$ cat config.mk
export PLATFORM = sky130hd
export DESIGN_NAME = iwin_wdt
export DESIGN_NICKNAME = d
export VERILOG_FILES = /design/src/rtl/iwin_wdt_pkg.sv /design/src/rtl/iwin_wdt_prescaler.sv /design/src/rtl/iwin_wdt_kickseq.sv /design/src/rtl/iwin_wdt_window.sv /design/src/rtl/iwin_wdt.sv
export SDC_FILE = /design/constraint.sdc
export NUM_CORES = 1
export LEC_CHECK = 0
export BUFFER_PORTS_ARGS = -buffer_cell sky130_fd_sc_hd__buf_4
export CAP_MARGIN = 20
export CORE_MARGIN = 2
export CORE_UTILIZATION = 54
export DETAILED_ROUTE_END_ITERATION = 7
export PLACE_DENSITY = 0.79
export SLEW_MARGIN = 20
export SYNTH_ARGS = -nofsm -noshare
export SYNTH_HDL_FRONTEND = slang
export SYNTH_HIERARCHICAL = 1
export SYNTH_SLANG_ARGS = --single-unit
$ cat constraint.sdc
create_clock -name clk -period 3.83 [get_ports clk]
set_input_delay 0.5745 -clock clk [delete_from_list [all_inputs] [get_ports clk]]
set_output_delay 0.5745 -clock clk [all_outputs]
set_load 0.005 [all_outputs]
$ cat src/rtl/iwin_wdt_pkg.sv
package iwin_wdt_pkg;

  localparam int MAX_TIMEOUT = 2048;
  localparam int CNT_W       = $clog2(MAX_TIMEOUT);
  localparam int PER_W       = CNT_W + 1;
  localparam int MAX_DIV     = 256;
  localparam int PRE_W       = $clog2(MAX_DIV);
  localparam int DIV_W       = PRE_W + 1;
  localparam int OPT_W       = 12;
  localparam int THR_W       = PER_W + 3;

  localparam logic [7:0] KICK_ARM  = 8'h00;
  localparam logic [7:0] KICK_FIRE = 8'hFF;

  typedef struct packed {
    logic       lp_stop;
    logic       nmi_sel;
    logic [1:0] win_end;
    logic [1:0] win_start;
    logic [2:0] div_sel;
    logic [1:0] to_sel;
    logic       auto_start;
  } opt_t;

  typedef enum logic [1:0] {
    ADDR_KICK  = 2'd0,
    ADDR_STAT  = 2'd1,
    ADDR_COUNT = 2'd2,
    ADDR_SPARE = 2'd3
  } addr_e;

  function automatic logic [PER_W-1:0] period_of(input logic [1:0] sel);
    logic [PER_W-1:0] p;
    case (sel)
      2'd0:    p = PER_W'(128);
      2'd1:    p = PER_W'(512);
      2'd2:    p = PER_W'(1024);
      default: p = PER_W'(2048);
    endcase
    return p;
  endfunction

  function automatic logic [DIV_W-1:0] div_of(input logic [2:0] sel);
    logic [DIV_W-1:0] d;
    if (sel == 3'd0)
      d = DIV_W'(1);
    else if (sel > 3'd5)
      d = DIV_W'(MAX_DIV);
    else
      d = DIV_W'(8) << sel;
    return d;
  endfunction

endpackage

$ cat src/rtl/iwin_wdt_prescaler.sv
module iwin_wdt_prescaler
  import iwin_wdt_pkg::*;
(
  input  logic       clk,
  input  logic       rst_n,
  input  logic       cnt_en,
  input  logic       clr,
  input  logic [2:0] div_sel,
  output logic       tick
);

  logic [PRE_W-1:0] pre_q;
  logic [PRE_W-1:0] pre_d;
  logic [DIV_W-1:0] lim;
  logic             last;

  always_comb begin
    lim  = div_of(div_sel);
    last = (DIV_W'(pre_q) == (lim - DIV_W'(1)));
    tick = cnt_en && last;
    pre_d = pre_q;
    if (clr)
      pre_d = '0;
    else if (cnt_en)
      pre_d = last ? '0 : pre_q + PRE_W'(1);
  end

  always_ff @(posedge clk or negedge rst_n) begin
    if (!rst_n)
      pre_q <= '0;
    else
      pre_q <= pre_d;
  end

  AST_PRESCALE_RANGE: assert property (@(posedge clk) disable iff (!rst_n)
    DIV_W'(pre_q) < lim);

endmodule

$ cat src/rtl/iwin_wdt_kickseq.sv
module iwin_wdt_kickseq
  import iwin_wdt_pkg::*;
(
  input  logic       clk,
  input  logic       rst_n,
  input  logic       kick_wr,
  input  logic [7:0] kick_byte,
  output logic       fire
);

  logic armed_q;
  logic armed_d;

  always_comb begin
    fire    = kick_wr && armed_q && (kick_byte == KICK_FIRE);
    armed_d = armed_q;
    if (kick_wr)
      armed_d = (kick_byte == KICK_ARM);
  end

  always_ff @(posedge clk or negedge rst_n) begin
    if (!rst_n)
      armed_q <= 1'b0;
    else
      armed_q <= armed_d;
  end

  AST_FIRE_CLEARS_ARM: assert property (@(posedge clk) disable iff (!rst_n)
    fire |=> !armed_q);

endmodule

$ cat src/rtl/iwin_wdt_window.sv
module iwin_wdt_window
  import iwin_wdt_pkg::*;
(
  input  logic [PER_W-1:0] period,
  input  logic [1:0]       win_start,
  input  logic [1:0]       win_end,
  input  logic [CNT_W-1:0] cnt,
  output logic             in_win
);

  logic [THR_W-1:0] s_mul;
  logic [THR_W-1:0] e_mul;
  logic [THR_W-1:0] s_thr;
  logic [THR_W-1:0] e_thr;

  always_comb begin
    s_mul  = THR_W'(period) * (THR_W'(win_start) + THR_W'(1));
    e_mul  = THR_W'(period) * (THR_W'(3) - THR_W'(win_end));
    s_thr  = s_mul >> 2;
    e_thr  = e_mul >> 2;
    in_win = (THR_W'(cnt) < s_thr) && (THR_W'(cnt) >= e_thr);
  end

endmodule

$ cat src/rtl/iwin_wdt.sv
module iwin_wdt
  import iwin_wdt_pkg::*;
#(
  parameter int DATA_W = 16
) (
  input  logic              clk,
  input  logic              rst_n,
  input  logic [OPT_W-1:0]  opt_word,
  input  logic              lp_mode,
  input  logic              wr_en,
  input  logic [1:0]        wr_addr,
  input  logic [DATA_W-1:0] wr_data,
  input  logic [1:0]        rd_addr,
  output logic [DATA_W-1:0] rd_data,
  output logic              rst_req,
  output logic              nmi_req
);

  opt_t             opt_q, opt_d;
  logic             loaded_q;
  logic             run_q, run_d;
  logic [CNT_W-1:0] cnt_q, cnt_d;
  logic             uf_q, uf_d;
  logic             rf_q, rf_d;
  logic             rst_req_q, rst_req_d;
  logic             nmi_req_q, nmi_req_d;

  logic [PER_W-1:0] period;
  logic [CNT_W-1:0] reload_val;
  logic             kick_wr;
  logic             fire;
  logic             stop;
  logic             tick;
  logic             reload;
  logic             in_win;
  logic             uf_set, rf_set;
  logic             stat_wr;

  assign period     = period_of(opt_q.to_sel);
  assign reload_val = CNT_W'(period - PER_W'(1));
  assign kick_wr    = loaded_q && wr_en && (wr_addr == ADDR_KICK);
  assign stat_wr    = loaded_q && wr_en && (wr_addr == ADDR_STAT);
  assign stop       = opt_q.lp_stop && lp_mode;

  iwin_wdt_kickseq u_kick (
    .clk       (clk),
    .rst_n     (rst_n),
    .kick_wr   (kick_wr),
    .kick_byte (wr_data[7:0]),
    .fire      (fire)
  );

  iwin_wdt_prescaler u_pre (
    .clk     (clk),
    .rst_n   (rst_n),
    .cnt_en  (loaded_q && run_q && !stop),
    .clr     (reload),
    .div_sel (opt_q.div_sel),
    .tick    (tick)
  );

  iwin_wdt_window u_win (
    .period    (period),
    .win_start (opt_q.win_start),
    .win_end   (opt_q.win_end),
    .cnt       (cnt_q),
    .in_win    (in_win)
  );

  always_comb begin
    opt_d  = opt_q;
    run_d  = run_q;
    cnt_d  = cnt_q;
    uf_set = 1'b0;
    rf_set = 1'b0;
    reload = 1'b0;
    if (!loaded_q) begin
      opt_d = opt_t'(opt_word);
      run_d = opt_word[0];
      cnt_d = CNT_W'(period_of(opt_word[2:1]) - PER_W'(1));
    end else if (fire) begin
      reload = 1'b1;
      cnt_d  = reload_val;
      if (!run_q)
        run_d = 1'b1;
      else if (!in_win)
        rf_set = 1'b1;
    end else if (tick) begin
      if (cnt_q == '0) begin
        reload = 1'b1;
        uf_set = 1'b1;
        cnt_d  = reload_val;
      end else begin
        cnt_d = cnt_q - CNT_W'(1);
      end
    end
    uf_d = uf_set | (uf_q & ~(stat_wr & wr_data[0]));
    rf_d = rf_set | (rf_q & ~(stat_wr & wr_data[1]));
    rst_req_d = (uf_set | rf_set) & ~opt_q.nmi_sel;
    nmi_req_d = (uf_set | rf_set) &  opt_q.nmi_sel;
  end

  always_ff @(posedge clk or negedge rst_n) begin
    if (!rst_n) begin
      opt_q     <= '0;
      loaded_q  <= 1'b0;
      run_q     <= 1'b0;
      cnt_q     <= '0;
      uf_q      <= 1'b0;
      rf_q      <= 1'b0;
      rst_req_q <= 1'b0;
      nmi_req_q <= 1'b0;
    end else begin
      opt_q     <= opt_d;
      loaded_q  <= 1'b1;
      run_q     <= run_d;
      cnt_q     <= cnt_d;
      uf_q      <= uf_d;
      rf_q      <= rf_d;
      rst_req_q <= rst_req_d;
      nmi_req_q <= nmi_req_d;
    end
  end

  always_comb begin
    case (rd_addr)
      ADDR_STAT:  rd_data = DATA_W'({rf_q, uf_q});
      ADDR_COUNT: rd_data = DATA_W'(cnt_q);
      default:    rd_data = '0;
    endcase
  end

  assign rst_req = rst_req_q;
  assign nmi_req = nmi_req_q;

  AST_OPT_FROZEN: assert property (@(posedge clk) disable iff (!rst_n)
    loaded_q |=> $stable(opt_q));
  AST_CNT_BOUND: assert property (@(posedge clk) disable iff (!rst_n)
    loaded_q |-> (PER_W'(cnt_q) < period));
  AST_PULSE_SINGLE: assert property (@(posedge clk) disable iff (!rst_n)
    (rst_req_q || nmi_req_q) |=> !(rst_req_q || nmi_req_q));
  AST_PULSE_EXCL: assert property (@(posedge clk) disable iff (!rst_n)
    $onehot0({rst_req_q, nmi_req_q}));
  AST_PULSE_FLAGGED: assert property (@(posedge clk) disable iff (!rst_n)
    (rst_req_q || nmi_req_q) |-> (uf_q || rf_q));
  AST_IDLE_HOLD: assert property (@(posedge clk) disable iff (!rst_n)
    (loaded_q && !run_q && !fire) |=> ($stable(cnt_q) && !run_q));
  AST_LP_FREEZE: assert property (@(posedge clk) disable iff (!rst_n)
    (loaded_q && stop && !fire) |=> $stable(cnt_q));

endmodule

# Word-level counts from Yosys, hierarchy flattened
# Cells that the tools add are included.
totals:
  reg_bits: 37
  inputBits: 36
  out_inout_bits: 18
  elab_cells: 94
op_classes:
  add_sub_neg: 7
  multipliers: 2
  magnitude_cmp: 3
  n_eq_ne: 11
  shift: 1
  mux: 25
  n_bitwise: 12
  n_reduce_logical: 18
ops:
  columns: ["op", "n"]
  rows:
  - ["$mux W11", 5]
  - ["$pmux W12 S3", 1]
  - ["$pmux W11 S3", 1]
  - ["$sub A11 B1 Y11 const B", 3]
  - ["$mux W8", 3]
  - ["$pmux W11 S2", 1]
  - ["$mux W9", 2]
  - ["$mul A12 B15 Y15", 1]
  - ["$mul A12 B3 Y15", 1]
  - ["$ge A11 B13 Y1", 1]
  - ["$lt A11 B13 Y1", 1]
  - ["$mux W1", 12]
  - ["$logic_not A11 Y1", 1]
  - ["$logic_and A1 B1 Y1", 10]
  - ["$eq A8 B9 Y1", 1]
  - ["$shl A4 B3 Y9 const A", 1]
  - ["$sub A9 B1 Y9 const B", 1]
  - ["$add A8 B1 Y8 const B", 1]
  - ["$eq A2 B1 Y1 const B", 4]
  - ["$eq A8 B8 Y1 const B", 1]
  - ["$logic_not A8 Y1", 1]
  - ["$and A1 B1 Y1", 6]
  - ["$eq A2 B2 Y1 const B", 3]
  - ["$logic_not A2 Y1", 3]
  - ["other kinds (10)", 14]

# Depth between registers and ports, before layout
# Gate-level depths: netlist (run 1).
logic_depth:
  word_depth: 11
  mapped_depth: 25
  ltp_nobuf: 24

# Cells and area by module
# Netlist (run 1), hierarchy kept.
by_module_without_submodules:
  columns: ["mod", "n_inst", "cells_per_inst", "area_per_inst_um2", "seq_area_each_um2"]
  rows:
  - ["iwin_wdt_window", 1, 282, 2159.6, 0.0]
  - ["iwin_wdt", 1, 168, 1650.3, 700.7]
  - ["iwin_wdt_prescaler", 1, 55, 546.8, 200.2]
  - ["iwin_wdt_kickseq", 1, 9, 86.3, 25.0]

# Least setup slack after synthesis (run 1)
# No wires, ideal clock.
synth_path:
  path_kind: "register to register"
  startpoint: "register opt_q[6] in the netlist's numbering"
  endpoint: "register nmi_req_q (netlist: nmi_req)"
  setup_time_ns: 0.066
  t_arrival_ns: 3.736
  t_required_ns: 3.764
  setup_slack_ns: 0.028
  path_stages_with_launch: 21
  n_path_buf: 2
  period_less_slack_ns: 3.802
  cell_sequence: "dfrtp_1 > ha_1 > clkbuf_1 > nand2_1 > fa_1 > inv_1 > ha_1 > clkbuf_1 > a21oi_1 > xor2_1 > ha_1 > o21a_1 > o21ai_0 > a221oi_1 > o31a_1 > nand4_1 > and4_1 > nor2b_1 > nand2_1 > o21ai_1 > and3_1"
synth_between:
  elab_chain_len: 10
synth_rtl:
  columns: ["item", "line_no", "text"]
  rows:
  - ["start, declared", "iwin_wdt.sv:19", "opt_t opt_q, opt_d;"]
  - ["start signal, assigned", "iwin_wdt.sv:114", "opt_q <= opt_d;"]
  - ["$add A2 B1 Y3", "iwin_wdt_window.sv:17", "s_mul = THR_W'(period) * (THR_W'(win_start) + THR_W'(1));"]
  - ["$mul A12 B3 Y15", "iwin_wdt_window.sv:17", null]
  - ["$lt A11 B13 Y1", "iwin_wdt_window.sv:21", "in_win = (THR_W'(cnt) < s_thr) && (THR_W'(cnt) >= e_thr);"]
  - ["$logic_and A1 B1 Y1", "iwin_wdt_window.sv:21", null]
  - ["net in_win", "iwin_wdt.sv:35", "logic in_win;"]
  - ["$mux W1", "iwin_wdt.sv:86", "else if (!in_win)"]
  - ["$mux W1", "iwin_wdt.sv:84", "if (!run_q)"]
  - ["$mux W1", "iwin_wdt.sv:81", "end else if (fire) begin"]
  - ["$mux W1", "iwin_wdt.sv:77", "if (!loaded_q) begin"]
  - ["$or A1 B1 Y1", "iwin_wdt.sv:100", "nmi_req_d = (uf_set | rf_set) & opt_q.nmi_sel;"]
  - ["$and A1 B1 Y1", "iwin_wdt.sv:100", null]
  - ["net nmi_req_d", "iwin_wdt.sv:26", "logic nmi_req_q, nmi_req_d;"]
  - ["end signal, assigned", "iwin_wdt.sv:121", "nmi_req_q <= nmi_req_d;"]
  - ["end, declared", "iwin_wdt.sv:26", null]
# The timed path passes the listed nets, and every way through them passes these cells.
# A chain may end at the register's enable or synchronous reset.

# Final worst setup path (run 1)
layout_path:
  startpoint: "register opt_q[2] in the netlist's numbering"
  endpoint: "register rst_req_q (netlist: rst_req)"
layout_between:
  elab_chain_len: 11
  word_cells_on_any_way: 15
  cone_classes: "2 x mul; 2 x order compare; 2 x eq/ne; 5 x mux; 2 x bitwise; 2 x reduce/logical"
layout_rtl:
  columns: ["item", "line_no", "text"]
  rows:
  - ["$eq A2 B2 Y1, or another cell as far along", "iwin_wdt_pkg.sv:34", "case (sel)"]
  - ["$pmux W12 S3 (*)", "iwin_wdt_pkg.sv:34", null]
  - ["net period[10]", "iwin_wdt.sv:28", "logic [PER_W-1:0] period;"]
  - ["$mul A12 B15 Y15 / $mul A12 B3 Y15 (equally long branches)", "iwin_wdt_window.sv:18, iwin_wdt_window.sv:17", null]
  - ["$ge A11 B13 Y1 / $lt A11 B13 Y1 (equally long branches)", "iwin_wdt_window.sv:21", null]
  - ["$logic_and A1 B1 Y1 (*)", "iwin_wdt_window.sv:21", null]
  - ["net in_win", "iwin_wdt.sv:35", null]
  - ["$mux W1 (*)", "iwin_wdt.sv:86", null]
  - ["$mux W1 (*)", "iwin_wdt.sv:84", null]
  - ["$mux W1 (*)", "iwin_wdt.sv:81", null]
  - ["$mux W1 (*)", "iwin_wdt.sv:77", null]
  - ["$or A1 B1 Y1 (*)", "iwin_wdt.sv:99", "rst_req_d = (uf_set | rf_set) & ~opt_q.nmi_sel;"]
  - ["$and A1 B1 Y1 (*)", "iwin_wdt.sv:99", null]
  - ["net rst_req_d", "iwin_wdt.sv:25", "logic rst_req_q, rst_req_d;"]
  - ["end signal, assigned", "iwin_wdt.sv:120", "rst_req_q <= rst_req_d;"]
  - ["end, declared", "iwin_wdt.sv:25", null]
# The timed path passes the listed nets; every way through them passes the cells marked *.

==> results of run 1 <==
where the power goes:
| group | switching, mW | internal, mW |
|---|---|---|
| logic | 0.390 | 0.369 |
| registers | 0.0862 | 0.438 |
| clock network | 0.129 | 0.120 |
| total | 0.605 | 0.926 |
placed cells by master, fill, tap and decap left out, types with 16 or more instances in the layout:
cell and n:
a21oi_1 25, buf_4 50, conb_1 43, dfrtp_1 35, ha_1 59, inv_1 40, nand2_1 47, nand2b_1 16
nand3_1 16, nor2_1 25, nor2b_1 29, xor2_1 16
per-stage QoR:
| stage | area [µm²] | hold WS [ps] | utilization |
|---|---|---|---|
| after CTS | 5057 | 247.8 | 0.6249 |
| after global routing | 5107 | 277.7 | 0.6311 |
| after detailed placement | 4981 | 500.1 | 0.6155 |
| after floorplan | 4597 | 278.9 | - |
| after global placement | 4981 | 487.8 | 0.6155 |
| final | 5107 | 225.7 | 0.6311 |
layer usage:
layer	global-route usage	vias up
li1	-	1934
met3	0.02235	9
met4	0.05676	0
met2	0.4439	89
met5	0	-
met1	0.3021	1830
cell families after synthesis:
| group | synth area share |
|---|---|
| flip-flops | 0.2084 |
| adder cells (fa/ha/maj) | 0.2259 |
| XOR/XNOR | 0.04928 |
| other | 0.001690 |
| AO/OA/AOI/OAI | 0.1811 |
| AND/OR/NAND/NOR | 0.2439 |
| multiplexers | 0.03013 |
| buffers and inverters | 0.05970 |
sequential cells by signal, indices dropped and copies added, names as in the netlist:
| register | flops |
|---|---|
| cnt_q | 11 |
| opt_q | 11 |
| u_pre/pre_q | 8 |
| loaded_q | 1 |
| nmi_req | 1 |
| rf_q | 1 |
| rst_req | 1 |
| run_q | 1 |
| u_kick/armed_q | 1 |
| uf_q | 1 |
worst paths after layout:
| path | start | end | slack (ps) | cells after the start |
|---|---|---|---|---|
| max | opt_q[2] | rst_req | 170 | 18 |
| min | rst_n | u_pre/pre_q[2] | 230 | 1 |
| max reg2reg | opt_q[2] | rst_req | 170 | 18 |
| min reg2reg | uf_q | uf_q | 520 | 2 |
| max in group asynchronous | rst_n | opt_q[1] | 3250 | 1 |
| min in group clk | opt_word[4] | opt_q[4] | 510 | 2 |
worst max-delay path: stages (launching register included):
cell       delay [ps]
dfrtp_2           450
inv_1             110
nor2_2             60
buf_4             140
nor2b_1           130
ha_1              300
ha_1              370
nor4_1            320
a21oi_1            80
o311ai_1           90
a311oi_1          120
ha_1              220
a2111oi_0         410
o21ai_0           190
and4_4            210
nor2b_4           120
nand2_1            70
o21ai_2            60
and3b_1           170
area by class of cell:
type | instances | area [µm²] | area share
multi-input cells | 457 | 3448 | 0.6752
flip-flops and latches | 37 | 928.4 | 0.1818
repair buffers | 50 | 375.4 | 0.07349
inverters | 40 | 150.1 | 0.02940
well taps | 105 | 131.4 | 0.02572
clock buffers | 5 | 68.82 | 0.01347
clock inverters | 1 | 5.005 | 0.0009799
timing repair:
action | in CTS | in global routing
setup endpoints to repair | 2 | 3
hold buffers | 0 | 0
gates cloned | 0 | 0
gates resized for setup | 1 | 12
setup buffers | 0 | 1
==> impl_metrics.json, run 1 <==
{
  "dp.cells": 688,
  "worstSetupPathType": "reg2reg",
  "worst_slew_pin_slew_ps": 824.8,
  "met1Wirelength_mm": 4.373,
  "synthTopCellsByCount": "61 x ha_1, 47 x nand2_1, 40 x inv_1",
  "period_minus_slack_ps": 3658,
  "drt_iter0_markers": 151,
  "async_flop_share": 1.000,
  "pin_count": 54,
  "drcViolationCount": 0,
  "yosys.cell_count.top_type": "ha_1",
  "synth_warnings": 6,
  "htree_levels": 2,
  "synth_area_leaders": "dfrtp_1 21%, ha_1 17%, fa_1 5.4%",
  "crit_fanout": 5,
  "cts_tree": "yes",
  "core_area_mm2": 0.008093,
  "hp-class": "in2async",
  "antenna_cells": 0,
  "drv_cap": 0,
  "routed_via_density": 5.557,
  "drtAntennaViolNets": 0,
  "slew_headroom": 0.4471,
  "clock_skew_ps": 5.450,
  "fmax_mhz": 273.4,
  "antenna_found_initial": 0,
  "p_leak_nw": 2.428,
  "route.met2.wl_mm": 5.172,
  "final_nets": 700,
  "endpoint_kind": "flop",
  "drive_above_1_share": 0.1695,
  "fin_crit_sh": 0.9551,
  "num-fill-cells": 693,
  "dpl_worst_slack_ps": -23.90,
  "cts_buffers": 5,
  "worst_setup_path_start_kind": "flop",
  "cts_sinks": 37,
  "drv_slew": 0,
  "fin_cells": 695,
  "synth_area_mm2": 0.004443,
  "total_power_mw": 1.531,
  "crit_required_ps": 4060,
  "grt_overflow": 0,
  "die_area_mm2": 0.008969,
  "drt_first_pass_iters": 4,
  "synth_seq_cells": 37,
  "setup_ws_ps": 172.0,
  "start_util": 0.5490,
  "wl_met3_um": 399,
  "grt_pass1_vias": 3819,
  "fin_setup_tns_ps": 0,
  "critPathArrivalTime_ps": 3890,
  "wl_mm": 10.03,
  "dieHeight_um": 94.71,
  "status": "completed",
  "synth_cells": 514,
  "setup_viol": 0,
  "cts-root-buf": "clkbuf_8",
  "grt_pass1_wl_mm": 17.18,
  "ir_drop_v": 0.0002530,
  "synth-edff-count": 0,
  "wl_per_cell_um": 14.44,
  "cts_buffer_depth": 2,
  "syn2layout_area_growth_pct": 14.95,
  "synth_top_area_frac": 0.2084,
  "grt_max_degree": 38,
  "p_per_area_mw_per_mm2": 299.8,
  "port_buffers": 40,
  "clkTransAtPathRegs_ps": 70,
  "num_rows": 33,
  "dr.max_layer_used": "met4",
  "clock_latency_ps": 290,
  "rsz0062_at_grt": "false",
  "postSynthAreaPerCell_um2": 8.644,
  "yosysSeqAreaShare": 0.2084,
  "vias": 3862,
  "ys.flop_type": "dfrtp_1",
  "globalRouteTotalUtil": 0.2406,
  "synth_top_cell_by_area": "dfrtp_1",
  "gp_congestion": 0.8943,
  "synth.distinct_cells": 73,
  "die_x_um": 94.71,
  "hpwl_mm": 7.966,
  "final-hold-violation-count": 0
}
No activity file was read; power rests on OpenSTA's default activity.
==> run 2: changes to the inputs <==
--- a/config.mk
+++ b/config.mk
@@ -10,6 +10,7 @@
 export CORE_MARGIN = 2
 export CORE_UTILIZATION = 54
 export DETAILED_ROUTE_END_ITERATION = 7
+export MAX_ROUTING_LAYER = met4
 export PLACE_DENSITY = 0.79
 export SLEW_MARGIN = 20
 export SYNTH_ARGS = -nofsm -noshare
==> run 2 against run 1 <==
Effect of this change: sequential share of layout area fell by 0.067 points; register-to-register slack better by 30 ps; clock skew about the same; flip-flop and latch count unchanged; first-iteration DRC count grew 6.6%; non-clock buffer count unchanged; global-route usage grew 0.82 points; critical endpoint is now nmi_req; die area stayed put; utilization grew 0.23 points; clock power is 8% higher; highest routed layer unchanged; largest cell class unchanged.
==> impl_metrics.json, run 2 (synthesis gave the netlist of run 1 again) <==
{
  "core_area_mm2": 0.008093,
  "critPathArrivalTime_ps": 3810,
  "fin_crit_sh": 0.9474,
  "drv_cap": 0,
  "fin_setup_tns_ps": 0,
  "worstSetupPathType": "reg2reg",
  "layout_commonest_cell": "ha_1",
  "clock_latency_ps": 290,
  "r2r_slack_ps": 200,
  "r2r_end": "nmi_req",
  "path_cells": "nor2_1 -> nand2_1 -> fa_1 -> inv_1 -> ha_1 -> xor2_1 -> ha_1 -> a21oi_1 -> o22ai_1 -> nor4_1 -> o31ai_1 -> nand4_1 -> and4_4 -> nor2b_4 -> nand2_1 -> o21ai_1 -> and3_1",
  "fmax_mhz": 275.6,
  "clock_skew_ps": 5.683,
  "cts_buffer_depth": 2,
  "hp-class": "in2async",
  "grt_pass1_vias": 3911,
  "setup_viol": 0,
  "globalRouteTotalUtil": 0.2488,
  "grt_max_degree": 38,
  "htree_levels": 2,
  "start_util": 0.5490,
  "cts_tree": "yes",
  "antenna_cells": 0,
  "clkTransAtPathRegs_ps": 70,
  "slowest_stage": "fa_1",
  "syn2layout_area_growth_pct": 15.38,
  "cts_buffers": 5,
  "die_x_um": 94.71,
  "wl_per_cell_um": 14.95,
  "vias": 3922,
  "cts_sinks": 37,
  "die_area_mm2": 0.008969,
  "ir_drop_v": 0.0003197,
  "num_rows": 33,
  "layout_common_cells": "58 x ha_1, 50 x buf_4, 47 x nand2_1",
  "grt_pass1_wl_mm": 17.33,
  "status": "completed",
  "post_cts_buffers": 0,
  "final_nets": 700,
  "p_per_area_mw_per_mm2": 303.8,
  "drtAntennaViolNets": 0,
  "total_power_mw": 1.557,
  "grt_overflow": 0,
  "crit_fanout": 6,
  "max_stage_delay_ps": 550,
  "drcViolationCount": 0,
  "dieHeight_um": 94.71,
  "dpl_worst_slack_ps": -55.42,
  "routed_via_density": 5.627,
  "wl_mm": 10.42,
  "gp_congestion": 0.8686,
  "pin_count": 54,
  "cts-root-buf": "clkbuf_8",
  "endpoint_kind": "flop",
  "crit_required_ps": 4010,
  "worst_setup_path_start_kind": "flop",
  "port_buffers": 40,
  "period_minus_slack_ps": 3629,
  "p_leak_nw": 2.428,
  "setup_ws_ps": 201.3,
  "final_core_util": 0.6334,
  "drv_slew": 0,
  "drive_above_1_share": 0.1740,
  "reg_top3": "cnt_q: 11 flops, opt_q: 11 flops, u_pre/pre_q: 8 flops",
  "num-fill-cells": 678,
  "drt_first_pass_iters": 4,
  "slew_headroom": 0.4549,
  "reg2regPathDepth": 17,
  "worst_slew_pin_slew_ps": 813.2,
  "antenna_found_initial": 0,
  "final-hold-violation-count": 0,
  "hpwl_mm": 8.160,
  "reg2reg_from": "opt_q[1]",
  "drt_iter0_markers": 161,
  "postCtsHoldBufs": 0,
  "holdWs_ps": 236.8
}
-- run 2: worst max-delay path by stage --
stage / from / to / slack [ps] / depth (start not counted)
after floorplan: opt_q[6] / nmi_req / 30 / 20
after global placement: opt_q[2] / rst_req / 100 / 18
after detailed placement: opt_q[1] / nmi_req / -60 / 18
after CTS: opt_q[1] / nmi_req / 40 / 18
after global routing: opt_q[7] / nmi_req / -30 / 19
final: opt_q[1] / nmi_req / 200 / 17
-- run 2: layout make-up --
type                            instances  area [µm²]  share of cell area
Inverter                               40       150.1             0.02929
Multi-Input combinational cell        457        3455              0.6739
Timing Repair Buffer                   50       375.4             0.07322
Sequential cell                        37       928.4              0.1811
Tap cell                              105       131.4             0.02563
Clock inverter                          3       17.52            0.003417
Clock buffer                            5       68.82             0.01342
-- run 2: report_power, final --
| group | switching (mW) | internal, mW | total (mW) |
|---|---|---|---|
| Combinational | 0.400 | 0.369 | 0.769 |
| Sequential | 0.0834 | 0.438 | 0.521 |
| Clock | 0.142 | 0.125 | 0.267 |
| Total | 0.625 | 0.932 | 1.56 |
-- run 2: what timing repair did --
action | 4_1_cts | 5_1_grt
endpoints found under the hold margin | 0 | 0
gates resized for setup | 1 | 13
gates cloned | 0 | 0
endpoints found under the setup margin | 2 | 3
-- run 2: worst max-delay path, delay by kind of cell (launching register included) --
| family | cells | cell delay (ps) |
|---|---|---|
| buffers and inverters | 1 | 40 |
| xor gates and xnor gates | 1 | 190 |
| DFF | 1 | 450 |
| and+or+nand+nor | 8 | 1210 |
| adders and majority gates | 3 | 1140 |
| AOI/OAI and AO/OA | 4 | 480 |
-- run 2: metal layers --
| layer | vias to the layer above | global-route usage | wire [µm] |
|---|---|---|---|
| met3 | 22 | 0.01756 | 319 |
| met2 | 86 | 0.4468 | 5326 |
| met4 | 0 | 0.08937 | 298 |
| met5 | - | - | 0 |
| met1 | 1872 | 0.2923 | 4478 |
| li1 | 1942 | - | - |
-- run 2: stage by stage --
| stage | instances | instance area [µm²] |
|---|---|---|
| floorplan | 555 | 4597 |
| global placement | 689 | 4989 |
| detailed placement | 689 | 4989 |
| finish | 697 | 5126 |
| global route | 697 | 5126 |
| CTS | 697 | 5077 |
